`config.mk`:
```
export PLATFORM = sky130hd
export DESIGN_NAME = dice_game
export DESIGN_NICKNAME = d
export VERILOG_FILES = /design/src/rtl/dice_pkg.sv /design/src/rtl/die_counter.sv /design/src/rtl/dice_bank.sv /design/src/rtl/sum_judge.sv /design/src/rtl/roll_ctrl.sv /design/src/rtl/game_ctrl.sv /design/src/rtl/dice_game.sv
export SDC_FILE = /design/constraint.sdc
export NUM_CORES = 1
export LEC_CHECK = 0
export CORE_MARGIN = 8
export CORE_UTILIZATION = 49
export DETAILED_ROUTE_END_ITERATION = 8
export MAX_ROUTING_LAYER = met4
export PLACE_DENSITY = 0.76
export SKIP_CTS_REPAIR_TIMING = 1
export SYNTH_ARGS = -nofsm -noshare
export SYNTH_HDL_FRONTEND = slang
export SYNTH_SLANG_ARGS = --single-unit
export TNS_END_PERCENT = 20
```
`constraint.sdc`:
```
create_clock -name clk -period 3.15 [get_ports clk]
set_input_delay 0.63 -clock clk [delete_from_list [all_inputs] [get_ports clk]]
set_output_delay 0.63 -clock clk [all_outputs]
set_load 0.05 [all_outputs]
```
`src/rtl/dice_pkg.sv`:
```
package dice_pkg;
    localparam int FACES    = 6;
    localparam int NUM_DICE = 2;
    localparam int DIE_W    = $clog2(FACES + 1);
    localparam int SUM_W    = $clog2(NUM_DICE * FACES + 1);

    localparam int SUM_SEVEN  = FACES + 1;
    localparam int SUM_ELEVEN = 2 * FACES - 1;
    localparam int SUM_SNAKE  = 2;
    localparam int SUM_TREY   = 3;
    localparam int SUM_BOXCAR = 2 * FACES;

    typedef enum logic [1:0] {
        G_FIRST = 2'd0,
        G_LATER = 2'd1,
        G_WIN   = 2'd2,
        G_LOSE  = 2'd3
    } game_st_e;

    typedef enum logic {
        R_IDLE  = 1'b0,
        R_SPIN  = 1'b1
    } roll_st_e;

    typedef struct packed {
        logic seven;
        logic natural;
        logic craps;
        logic match;
    } sum_flags_t;

    typedef struct packed {
        game_st_e             st;
        logic [SUM_W-1:0]     point;
    } game_regs_t;
endpackage

```
`src/rtl/die_counter.sv`:
```
module die_counter
    import dice_pkg::*;
#(
    parameter int N_FACES = FACES,
    parameter int W       = DIE_W
) (
    input  logic         clk,
    input  logic         rst_n,
    input  logic         step,
    output logic [W-1:0] face
);
    logic [W-1:0] face_d, face_q;

    always_comb begin
        face_d = face_q;
        if (step) begin
            if (face_q == W'(N_FACES)) face_d = W'(1);
            else                       face_d = face_q + W'(1);
        end
    end

    always_ff @(posedge clk or negedge rst_n) begin
        if (!rst_n) face_q <= W'(1);
        else        face_q <= face_d;
    end

    assign face = face_q;
endmodule

```
`src/rtl/dice_bank.sv`:
```
module dice_bank
    import dice_pkg::*;
#(
    parameter int N_DICE = NUM_DICE
) (
    input  logic                               clk,
    input  logic                               rst_n,
    input  logic                               roll,
    output logic [N_DICE-1:0][DIE_W-1:0]       faces,
    output logic [SUM_W-1:0]                   total
);
    logic [N_DICE-1:0] step;

    for (genvar i = 0; i < N_DICE; i++) begin : g_die
        if (i == 0) begin : g_head
            assign step[i] = roll;
        end else begin : g_tail
            assign step[i] = step[i-1] && (faces[i-1] == DIE_W'(FACES));
        end
        die_counter #(.N_FACES(FACES), .W(DIE_W)) u_die (
            .clk  (clk),
            .rst_n(rst_n),
            .step (step[i]),
            .face (faces[i])
        );
    end

    always_comb begin
        total = '0;
        for (int i = 0; i < N_DICE; i++) begin
            total = total + SUM_W'(faces[i]);
        end
    end
endmodule

```
`src/rtl/sum_judge.sv`:
```
module sum_judge
    import dice_pkg::*;
(
    input  logic [SUM_W-1:0] total,
    input  logic [SUM_W-1:0] point,
    output sum_flags_t       flags
);
    always_comb begin
        flags.seven   = (total == SUM_W'(SUM_SEVEN));
        flags.natural = (total == SUM_W'(SUM_SEVEN)) || (total == SUM_W'(SUM_ELEVEN));
        flags.craps   = (total == SUM_W'(SUM_SNAKE)) || (total == SUM_W'(SUM_TREY))
                     || (total == SUM_W'(SUM_BOXCAR));
        flags.match   = (total == point);
    end
endmodule

```
`src/rtl/roll_ctrl.sv`:
```
module roll_ctrl
    import dice_pkg::*;
(
    input  logic clk,
    input  logic rst_n,
    input  logic abort,
    input  logic enable,
    input  logic button,
    output logic roll,
    output logic done
);
    roll_st_e st_d, st_q;

    always_comb begin
        st_d = st_q;
        roll = 1'b0;
        done = 1'b0;
        unique case (st_q)
            R_IDLE: begin
                if (enable && button) st_d = R_SPIN;
            end
            R_SPIN: begin
                if (button) begin
                    roll = 1'b1;
                end else begin
                    done = 1'b1;
                    st_d = R_IDLE;
                end
            end
            default: st_d = R_IDLE;
        endcase
        if (abort) st_d = R_IDLE;
    end

    always_ff @(posedge clk or negedge rst_n) begin
        if (!rst_n) st_q <= R_IDLE;
        else        st_q <= st_d;
    end
endmodule

```
`src/rtl/game_ctrl.sv`:
```
module game_ctrl
    import dice_pkg::*;
(
    input  logic             clk,
    input  logic             rst_n,
    input  logic             new_game,
    input  logic             roll_done,
    input  sum_flags_t       flags,
    input  logic [SUM_W-1:0] total,
    output logic             roll_en,
    output logic [SUM_W-1:0] point,
    output logic             win,
    output logic             lose
);
    game_regs_t r_d, r_q;
    logic       keep_point;

    always_comb begin
        r_d        = r_q;
        keep_point = 1'b0;
        unique case (r_q.st)
            G_FIRST: begin
                if (roll_done) begin
                    if (flags.natural)    r_d.st = G_WIN;
                    else if (flags.craps) r_d.st = G_LOSE;
                    else begin
                        keep_point = 1'b1;
                        r_d.st     = G_LATER;
                    end
                end
            end
            G_LATER: begin
                if (roll_done) begin
                    if (flags.match)      r_d.st = G_WIN;
                    else if (flags.seven) r_d.st = G_LOSE;
                end
            end
            G_WIN, G_LOSE: begin
                if (new_game) r_d.st = G_FIRST;
            end
            default: r_d.st = G_FIRST;
        endcase
        if (keep_point) r_d.point = total;
    end

    always_ff @(posedge clk or negedge rst_n) begin
        if (!rst_n) r_q <= '{st: G_FIRST, point: '0};
        else        r_q <= r_d;
    end

    assign roll_en = (r_q.st == G_FIRST) || (r_q.st == G_LATER);
    assign point   = r_q.point;
    assign win     = (r_q.st == G_WIN);
    assign lose    = (r_q.st == G_LOSE);
endmodule

```
`src/rtl/dice_game.sv`:
```
module dice_game
    import dice_pkg::*;
(
    input  logic             clk,
    input  logic             rst_n,
    input  logic             roll_btn,
    input  logic             new_game,
    output logic             win,
    output logic             lose,
    output logic [DIE_W-1:0] die_a,
    output logic [DIE_W-1:0] die_b,
    output logic [SUM_W-1:0] sum
);
    logic                          roll_en;
    logic                          roll_done;
    logic                          rolling;
    logic [NUM_DICE-1:0][DIE_W-1:0] faces;
    logic [SUM_W-1:0]              total;
    logic [SUM_W-1:0]              point;
    sum_flags_t                    flags;

    roll_ctrl u_roll (
        .clk   (clk),
        .rst_n (rst_n),
        .abort (new_game),
        .enable(roll_en),
        .button(roll_btn),
        .roll  (rolling),
        .done  (roll_done)
    );

    dice_bank #(.N_DICE(NUM_DICE)) u_bank (
        .clk  (clk),
        .rst_n(rst_n),
        .roll (rolling),
        .faces(faces),
        .total(total)
    );

    sum_judge u_judge (
        .total(total),
        .point(point),
        .flags(flags)
    );

    game_ctrl u_game (
        .clk      (clk),
        .rst_n    (rst_n),
        .new_game (new_game),
        .roll_done(roll_done),
        .flags    (flags),
        .total    (total),
        .roll_en  (roll_en),
        .point    (point),
        .win      (win),
        .lose     (lose)
    );

    assign die_a = faces[0];
    assign die_b = faces[1];
    assign sum   = total;
endmodule

```
==> qor.yml, run 1 <==
timing:
  setup-tns-final_ps: 0
  maxSlewViolCount: 0
  relSlewSlack: 0.599
  finalHoldViolCount: 0
  finalSetupViolations: 0
  fin_crit_ps: 3050
  timing.fmax_mhz: 328
  finClkSkew_ps: 9.42
  period_share: 0.969
  fin_ws_ps: 97.2
  worst_slew_pin_slew_ps: 600
  rsz0062_at_grt: "no"
routing:
  drc: 0
  dr.pass1.iters: 3
  via_per_inst: 5.79
  dr_total_vias: 649
  totalWireLength_mm: 1.57
  drt-initial-drc-count: 5
  avgRoutedWirePerCell_um: 14.0
  ant_nets: 0
clock_tree:
  clock_path_buffers: 2
  cts_root_buf: "clkbuf_4"
  cts_buffers: 3
  cts.htree.levels: 1
  clock_sinks: 13
  clkLatencyLatePin_ps: 280
  path_clk_slew_ps: 90
  cts_tree: "done"
final_layout:
  layout.nets: 105
  syn_to_final_growth_pct: 22.0
  final_cell_mix: "14 x clkdlybuf4s50_1, 11 x dfrtp_1, 6 x o21ai_0"
  diodes: 0
  fin_util: 0.650
  final_common_cell: "clkdlybuf4s50_1"
  finalInstanceArea_sq_um: 991
  drive_gt1_frac: 0.146
  fillers: 131
logic_synthesis:
  synthTopCellsByArea: "dfrtp_1 34%, dfstp_2 6.5%, xnor2_1 5.4%"
  syn_nets: 88
  synth_seq_cells: 13
  syn_area_sq_um: 812
  yosysUniqueCellTypes: 36
  synthesis.yosys.warnings: 0
  yosysTopAreaCell: "dfrtp_1"
  synth_top_area_share: 0.339
  syn_area_per_cell_sq_um: 10.2
  synthCells: 80
  ys_seq_area_frac: 0.404
worst_setup_path:
  worst_setup_path_end_kind: "output port"
  cp_data_required_time_ps: 2520
  reg2reg_depth: 7
  slowest_delay_ps: 860
  crit_type: "register to output port"
  crit_chain: "ha_1 > fa_1 > clkdlybuf4s50_1"
  crit_slowest_cell: "clkdlybuf4s50_1"
  path_max_fanout: 7
  crit_path_start_kind: "register"
  arrival_ps: 2420
placed_design:
  gp_congestion: 0.792
  io_buffers: 15
  hpwlAfterDp_mm: 1.24
  dp_worst_setup_slack_ps: 415
  place_area_sq_um: 963
global_route:
  grt_pass1_wl_mm: 2.66
  grt_max_degree: 14
  antenna_found_initial: 0
  grt_pass1_vias: 623
  grt.total_usage: 0.105
  grt_overflow_total: 0
floorplan:
  start_util: 0.533
  die_w_um: 56.7
  rows: 14
  dieArea_sq_um: 3220
  io_pins: 16
  dieHeight_um: 56.7
  core_area_sq_um: 1520
power_and_ir_drop:
  p_leak_nw: 0.427
  ir_worst_vdd_mv: 0.868
  powerDensity_nw_per_um2: 1100
worst_hold_path:
  worstHoldPathCells: 1
  hp-class: "register to register"
flow_run:
  cap_viol_max_count: 0
status:
  status: "completed"
==> critical path, delay by kind of cell (launching register included) <==
family,cells,cell delay (ps)
fa+ha+maj,2,870
buf+inv,1,860
flops,1,410
==> cell type report <==
cell class / instances / area [sq um] / area share
clock inverter: 1 / 5.00 / 0.00505
multi-input combinational: 62 / 460 / 0.465
tap: 16 / 20.0 / 0.0202
inverter: 2 / 7.51 / 0.00758
sequential: 13 / 328 / 0.331
timing repair buffer: 15 / 148 / 0.149
clock buffer: 3 / 22.5 / 0.0227
==> worst paths after layout <==
kind	from	end	slack, ps
worst min-delay path	u_game.point[2]	u_game.point[2]	520
worst max register to register	u_bank.g_die[0].u_die.face[0]	u_game.point[3]	670
min in group asynchronous	rst_n	u_bank.g_die[1].u_die.face[1]	720
worst max-delay path	u_bank.g_die[0].u_die.face[0]	sum[1]	100
max in group asynchronous	rst_n	u_game.point[0]	2040
worst min register to register	u_game.point[2]	u_game.point[2]	520
==> Yosys cell counts <==
cell	instances
dfrtp_1	11
o21ai_0	6
nand3_1	5
xnor2_1	5
nand2_1	4
nor2_1	4
a21oi_1	3
ha_1	3
nand2b_1	3
a221o_1	2
a31oi_1	2
dfstp_2	2
inv_1	2
mux2_1	2
mux2_2	2
nor3b_1	2
or3_1	2
xor2_1	2
a211o_1	1
a221oi_2	1
a41oi_1	1
and2_1	1
and2_2	1
and3_1	1
buf_2	1
buf_4	1
clkbuf_1	1
fa_1	1
nand2_2	1
nand4_1	1
nor2b_1	1
nor3_1	1
o21a_1	1
o21ai_2	1
o311ai_0	1
xor2_2	1
==> power by group <==
group          switching [W]  internal (W)
sequential         0.0000752      0.000226
combinational       0.000431      0.000255
clock              0.0000553     0.0000470
==> cells by family (layout without fill, tap and decap cells) <==
kind of cell	count (synthesis)	after routing	synth area share
AND/OR/NAND/NOR	27	27	0.179
AO/OA/AOI/OAI	19	19	0.166
flip-flops	13	13	0.404
XOR/XNOR	8	8	0.0955
buffers and inverters	5	21	0.0293
adder cells (fa/ha/maj)	4	4	0.0709
multiplexers	4	4	0.0555
==> through the flow <==
| step | total power [W] | cells | hold slack (ps) |
|---|---|---|---|
| after floorplan | 0.000825 | 80 | 334 |
| after global placement | 0.000985 | 108 | 499 |
| after detailed placement | 0.000994 | 108 | 509 |
| after CTS | 0.00110 | 112 | 527 |
| after global routing | 0.00116 | 112 | 550 |
| final | 0.00109 | 112 | 523 |
==> per-layer routing <==
metal / up-vias / track usage / wire [um]
met3: 4 / 0.0270 / 56
met2: 8 / 0.160 / 749
met5: - / - / 0
met4: 0 / 0.0619 / 32
li1: 324 / - / -
met1: 313 / 0.121 / 735
==> flip-flops by register name (all words and copies together) (netlist names) <==
signal                   flops
u_bank.g_die.u_die.face      6
u_game.r_q                   2
u_game.point                 4
u_roll.st_q                  1
Note: power is estimated with default switching activity, not from simulation.
==> run 2: changes to the inputs <==
--- a/config.mk
+++ b/config.mk
@@ -5,6 +5,7 @@
 export SDC_FILE = /design/constraint.sdc
 export NUM_CORES = 1
 export LEC_CHECK = 0
+export CAP_MARGIN = 10
 export CORE_MARGIN = 8
 export CORE_UTILIZATION = 49
 export DETAILED_ROUTE_END_ITERATION = 8
==> results of run 2 <==
The final DEF is identical to that of run 1; final timing and power are the same.
